<file path="src/rtl/ep0_csr_pkg.sv">
package ep0_csr_pkg;
  localparam int CSR_W   = 8;
  // bit positions in the CPU-visible byte
  localparam int B_SVC_SE  = 7;
  localparam int B_SVC_OR  = 6;
  localparam int B_STALL   = 5;
  localparam int B_SETEND  = 4;
  localparam int B_DATAEND = 3;
  localparam int B_STALLED = 2;
  localparam int B_INRDY   = 1;
  localparam int B_OUTRDY  = 0;
  // stored flags occupy bits [NFLAG-1:0]
  localparam int NFLAG   = 6;
  localparam int NSTROBE = CSR_W - NFLAG;

  typedef struct packed {
    logic rx_pkt;
    logic tx_done;
    logic xfer_end;
    logic stall_sent;
  } ep0_evt_t;
endpackage

</file>
<file path="src/rtl/ep0_flag_cell.sv">
module ep0_flag_cell #(
  parameter bit SET_WINS = 1'b1
) (
  input  logic clk,
  input  logic rst_n,
  input  logic set_i,
  input  logic clr_i,
  output logic q_o
);
  logic q;

  generate
    if (SET_WINS) begin : g_set_dom
      always_ff @(posedge clk) begin
        if (!rst_n) q <= 1'b0;
        else        q <= set_i | (q & ~clr_i);
      end
    end else begin : g_clr_dom
      always_ff @(posedge clk) begin
        if (!rst_n) q <= 1'b0;
        else        q <= ~clr_i & (set_i | q);
      end
    end
  endgenerate

  assign q_o = q;

  generate
    if (SET_WINS) begin : g_chk
      assert_set_dominates_R9: assert property (@(posedge clk) disable iff (!rst_n)
        set_i |=> q_o);
    end
  endgenerate
endmodule

</file>
<file path="src/rtl/ep0_csr_decode.sv">
module ep0_csr_decode
  import ep0_csr_pkg::*;
(
  input  logic             wr_i,
  input  logic [CSR_W-1:0] wdata_i,
  input  ep0_evt_t         evt_i,
  input  logic [NFLAG-1:0] flags_i,
  output logic [NFLAG-1:0] set_o,
  output logic [NFLAG-1:0] clr_o,
  output logic             early_end_o
);
  logic [CSR_W-1:0] wr_ones;
  logic [CSR_W-1:0] wr_zeros;

  always_comb begin
    wr_ones  = wr_i ? wdata_i : '0;
    wr_zeros = wr_i ? ~wdata_i : '0;
    early_end_o = evt_i.xfer_end & ~flags_i[B_DATAEND];

    set_o = '0;
    clr_o = '0;
    // out-ready: engine sets, serviced strobe clears
    set_o[B_OUTRDY]  = evt_i.rx_pkt;
    clr_o[B_OUTRDY]  = wr_ones[B_SVC_OR];
    // in-ready: software sets, transmit completion clears
    set_o[B_INRDY]   = wr_ones[B_INRDY];
    clr_o[B_INRDY]   = evt_i.tx_done;
    // sent-stall: engine sets, software writes zero to clear
    set_o[B_STALLED] = evt_i.stall_sent;
    clr_o[B_STALLED] = wr_zeros[B_STALLED];
    // data-end: software sets, normal end of transfer clears
    set_o[B_DATAEND] = wr_ones[B_DATAEND];
    clr_o[B_DATAEND] = evt_i.xfer_end & flags_i[B_DATAEND];
    // setup-end: premature end sets, serviced strobe clears
    set_o[B_SETEND]  = early_end_o;
    clr_o[B_SETEND]  = wr_ones[B_SVC_SE];
    // send-stall: software sets, handshake completion clears
    set_o[B_STALL]   = wr_ones[B_STALL];
    clr_o[B_STALL]   = evt_i.stall_sent;
  end
endmodule

</file>
<file path="src/rtl/ep0_irq_gen.sv">
module ep0_irq_gen (
  input  logic clk,
  input  logic rst_n,
  input  logic early_end_i,
  input  logic rx_pkt_i,
  input  logic tx_done_i,
  input  logic in_rdy_i,
  output logic irq_o,
  output logic flush_o
);
  logic irq_q;
  logic flush_q;
  logic irq_cause;

  assign irq_cause = early_end_i | rx_pkt_i | (tx_done_i & in_rdy_i);

  always_ff @(posedge clk) begin
    if (!rst_n) begin
      irq_q   <= 1'b0;
      flush_q <= 1'b0;
    end else begin
      irq_q   <= irq_cause;
      flush_q <= early_end_i;
    end
  end

  assign irq_o   = irq_q;
  assign flush_o = flush_q;

  assert_flush_pulse_R7: assert property (@(posedge clk) disable iff (!rst_n)
    early_end_i |=> (flush_o && irq_o));
  assert_rx_irq_R10: assert property (@(posedge clk) disable iff (!rst_n)
    rx_pkt_i |=> irq_o);
  assert_quiet_R10: assert property (@(posedge clk) disable iff (!rst_n)
    (!early_end_i && !rx_pkt_i && !tx_done_i) |=> (!irq_o && !flush_o));
endmodule

</file>
<file path="src/rtl/ep0_ctl_csr.sv">
module ep0_ctl_csr
  import ep0_csr_pkg::*;
(
  input  logic       clk,
  input  logic       rst_n,
  input  logic       cpu_wr,
  input  logic [7:0] cpu_wdata,
  output logic [7:0] cpu_rdata,
  input  logic       ev_rx_pkt,
  input  logic       ev_tx_done,
  input  logic       ev_xfer_end,
  input  logic       ev_stall_sent,
  output logic       stall_req,
  output logic       data_end,
  output logic       fifo_flush,
  output logic       irq
);
  ep0_evt_t         evt;
  logic [NFLAG-1:0] flags;
  logic [NFLAG-1:0] set_v;
  logic [NFLAG-1:0] clr_v;
  logic             early_end;

  assign evt = '{rx_pkt: ev_rx_pkt, tx_done: ev_tx_done,
                 xfer_end: ev_xfer_end, stall_sent: ev_stall_sent};

  ep0_csr_decode u_dec (
    .wr_i       (cpu_wr),
    .wdata_i    (cpu_wdata),
    .evt_i      (evt),
    .flags_i    (flags),
    .set_o      (set_v),
    .clr_o      (clr_v),
    .early_end_o(early_end)
  );

  generate
    for (genvar i = 0; i < NFLAG; i++) begin : g_flag
      ep0_flag_cell #(.SET_WINS(1'b1)) u_cell (
        .clk  (clk),
        .rst_n(rst_n),
        .set_i(set_v[i]),
        .clr_i(clr_v[i]),
        .q_o  (flags[i])
      );
    end
  endgenerate

  ep0_irq_gen u_irq (
    .clk        (clk),
    .rst_n      (rst_n),
    .early_end_i(early_end),
    .rx_pkt_i   (ev_rx_pkt),
    .tx_done_i  (ev_tx_done),
    .in_rdy_i   (flags[B_INRDY]),
    .irq_o      (irq),
    .flush_o    (fifo_flush)
  );

  assign cpu_rdata = {{NSTROBE{1'b0}}, flags};
  assign stall_req = flags[B_STALL];
  assign data_end  = flags[B_DATAEND];

  assert_outrdy_set_R3: assert property (@(posedge clk) disable iff (!rst_n)
    ev_rx_pkt |=> cpu_rdata[0]);
  assert_outrdy_ro_R3: assert property (@(posedge clk) disable iff (!rst_n)
    (!cpu_rdata[0] && !ev_rx_pkt) |=> !cpu_rdata[0]);
  assert_stall_hold_R5: assert property (@(posedge clk) disable iff (!rst_n)
    (stall_req && !ev_stall_sent) |=> stall_req);
  assert_stall_done_R5: assert property (@(posedge clk) disable iff (!rst_n)
    (ev_stall_sent && !(cpu_wr && cpu_wdata[5])) |=> !stall_req);
  assert_normal_end_R8: assert property (@(posedge clk) disable iff (!rst_n)
    (ev_xfer_end && data_end && !(cpu_wr && cpu_wdata[3])) |=> (!data_end && !fifo_flush));
  assert_setend_ro_R7: assert property (@(posedge clk) disable iff (!rst_n)
    (!cpu_rdata[4] && !ev_xfer_end) |=> !cpu_rdata[4]);
  assert_upper_zero_R2: assert property (@(posedge clk) disable iff (!rst_n)
    cpu_rdata[7:6] == 2'b00);
endmodule

</file>
<file path="config.mk">
export PLATFORM = sky130hd
export DESIGN_NAME = ep0_ctl_csr
export DESIGN_NICKNAME = d
export VERILOG_FILES = /design/src/rtl/ep0_csr_pkg.sv /design/src/rtl/ep0_flag_cell.sv /design/src/rtl/ep0_csr_decode.sv /design/src/rtl/ep0_irq_gen.sv /design/src/rtl/ep0_ctl_csr.sv
export SDC_FILE = /design/constraint.sdc
export NUM_CORES = 1
export LEC_CHECK = 0
export BUFFER_PORTS_ARGS = -buffer_cell sky130_fd_sc_hd__buf_2
export CAP_MARGIN = 10
export CORE_AREA = 2 2 39 41
export CTS_CLUSTER_SIZE = 20
export DETAILED_ROUTE_END_ITERATION = 10
export DIE_AREA = 0 0 41 43
export PLACE_DENSITY_LB_ADDON = 0.1
export SYNTH_ARGS = -nofsm -noshare
export SYNTH_HDL_FRONTEND = slang
export SYNTH_SLANG_ARGS = --single-unit
</file>
<file path="constraint.sdc">
create_clock -name clk -period 0.85 [get_ports clk]
set_input_delay 0.17 -clock clk [delete_from_list [all_inputs] [get_ports clk]]
set_output_delay 0.17 -clock clk [all_outputs]
set_load 0.01 [all_outputs]
</file>
==> key figures <==
Logic synthesis
  • Number of flops mapped to enable cells by yosys: 0
  • Async S/R FF share, synth: 0
  • Netlist Area Pre-Place: 363 um2
  • Primary FF master, synth: dfxtp_1
  • Synth Register Bits: 8
  • Mean Syn Cell Area: 9.30 um2
  • Register area share after synthesis: 0.441
  • Most frequent cells after synthesis: buf_4, dfxtp_1, nand2_1, nor2b_1, a21boi_0
  • Leading area contributor after synthesis: dfxtp_1
  • Area contributors post-synth: dfxtp_1, buf_4, nor2b_1, a21boi_0, nand2_1
  • Count of different cell masters after synthesis: 14
  • Syn. warnings: 0
  • Post-synth top area share: 0.441
  • Mapped Cells: 39

Clock network
  • CTS tree: yes
  • Root buffer cell: clkbuf_4
  • Clock Path Buffers: 2
  • H-tree depth: 1
  • Total CTS buffers: 3
  • Clk Latency, worst-skew pair: 0.25 ns
  • CTS sink cnt: 8
  • Reg clk slew, reported paths: 0.06 ns

Placement
  • Port buffer count: 22
  • Routability cong.: 0.600
  • Number of instances in the placed design: 70

Setup path
  • Bufs and invs on worst path: 1
  • CP Launch Type: register
  • Crit-path cells: buf_6
  • Worst Path Arrival: 0.72 ns
  • Crit Path Category: register to output port
  • CP top delay family: flip-flops
  • Slowest stage cell, crit path: dfxtp_4
  • Largest stage delay, worst path: 0.35 ns
  • Critical path capture point type: output port
  • CP required: 0.68 ns
  • Critical path peak fanout: 3

Timing
  • Unrepaired setup endpoints after global routing: true
  • Hold Vio Cnt, Final: 0
  • Highest Clock Rate: 1120 MHz
  • Part of the cycle the worst path needs: 1.05
  • Clock skew: 0.00715 ns
  • Period minus WS final: 0.890 ns
  • Final setup fails: 6
  • Slew Viols, Final: 0
  • Setup WS post-layout: -0.0397 ns

Die
  • Die Y: 43 um
  • Die width: 41 um
  • Initial Util: 0.262
  • Row cnt: 14
  • Die area: 1760 um2
  • Floorplan Core Area: 1380 um2
  • # IOs: 27

Cells and area
  • Layout area overhead: 51.4%
  • Final Non-Filler Cells: 76
  • Antenna Diode Count: 0
  • Share of cells above drive strength 1: 0.633
  • Fin nets: 77

GRT
  • Pin count of the biggest net entering global routing: 9
  • Vias in the first global route: 286
  • Total grt overflow: 0
  • Initial antenna violation count: 0
  • Gr usage total: 0.0995
  • First-pass GRT wire length: 1.12 mm

Run
  • Max capacitance violation total: 0

Route
  • ANT nets after route: 0
  • DR WL/cell: 9.47 um
  • DRT Pass-1 Iters: 4
  • Routed via count: 309
  • DRC violations left: 0
  • WL final: 720 um
  • DR vias/cell: 4.07
  • Initial DRC count: 2

Power
  • Power Density: 1610 nW/um2
  • Max IR drop VDD: 0.529 mV
  • Final Power: 883 uW
  • Leakage: 0.268 nW

Worst hold path
  • Hold Crit Class: primary input to register

Outcome
  • Outcome: finished, violations left
  • Failing checks: negative setup slack
## kinds of logic after synthesis
family | share of synthesized area
DFF | 0.441
buffers and inverters | 0.186
AOI/OAI and AO/OA | 0.159
and+or+nand+nor | 0.203
other | 0.0103
## final cells by class
cell class / count / area (um2)
fill: 140 / 835
clock buffer: 3 / 22.5
sequential: 8 / 171
inverter: 2 / 7.51
tap: 16 / 20.0
multi-input combinational: 22 / 139
timing repair buffer: 25 / 189
## metal layers
metal  track usage  wire length [um]  up-vias
met1         0.110               315      135
met4         0.100                 0        0
met3        0.0314                73        0
met2         0.138               331       15
met5             0                 0        -
li1              -                 -      159
## through the flow
| step | instance area, um2 | setup slack (ns) | TNS (ns) | utilization | hold slack [ns] |
|---|---|---|---|---|---|
| final | 549 | -0.0397 | -0.121 | 0.397 | 0.162 |
| after global routing | 549 | -0.0671 | -0.404 | 0.397 | 0.171 |
| after CTS | 542 | -0.0493 | -0.228 | 0.392 | 0.159 |
| after detailed placement | 437 | 0.0182 | 0 | 0.316 | 0.427 |
| after global placement | 437 | 0.0341 | 0 | 0.316 | 0.434 |
| after floorplan | 367 | 0.00814 | 0 | - | 0.298 |
## final timing paths
check                          to  depth (start not counted)  slack [ns]                  from
max                      data_end                          1       -0.04  g_flag[3].u_cell.q_o
min reg2reg  g_flag[2].u_cell.q_o                          2        0.50  g_flag[2].u_cell.q_o
max reg2reg  g_flag[4].u_cell.q_o                          4        0.02  g_flag[3].u_cell.q_o
min          g_flag[1].u_cell.q_o                          3        0.16          cpu_wdata[1]
## sequential cells by signal, indices dropped and copies added, names as in the netlist
signal             cells
g_flag.u_cell.q_o      6
u_irq.irq_o            1
u_irq.flush_o          1
## what timing repair did
item,in CTS,in global routing
hold endpoints to repair,0,0
hold buffers,0,0
setup buffers,2,1
pin swaps,0,1
setup endpoints to repair,10,13
gates cloned,0,0
gates resized for setup,17,0
## report_power, final
part / leakage (nW) / switching (mW) / internal (mW)
logic: 0.186 / 0.0667 / 0.103
registers: 0.0689 / 0.0153 / 0.402
clock network: 0.0138 / 0.134 / 0.162
## placed cells by master (no fill, tap or decap)
master    count
inv_1         2
o21ai_1       1
nor2b_1       4
clkbuf_4      3
buf_4         3
dfxtp_1       1
dfxtp_2       6
and2_2        1
dfxtp_4       1
nand2b_1      2
buf_2        13
conb_1        2
a211oi_2      1
nand2_1       4
nor2b_4       1
a21boi_0      3
a21oi_1       2
a22oi_1       1
buf_6         9
No activity file was read; power rests on OpenSTA's default activity.
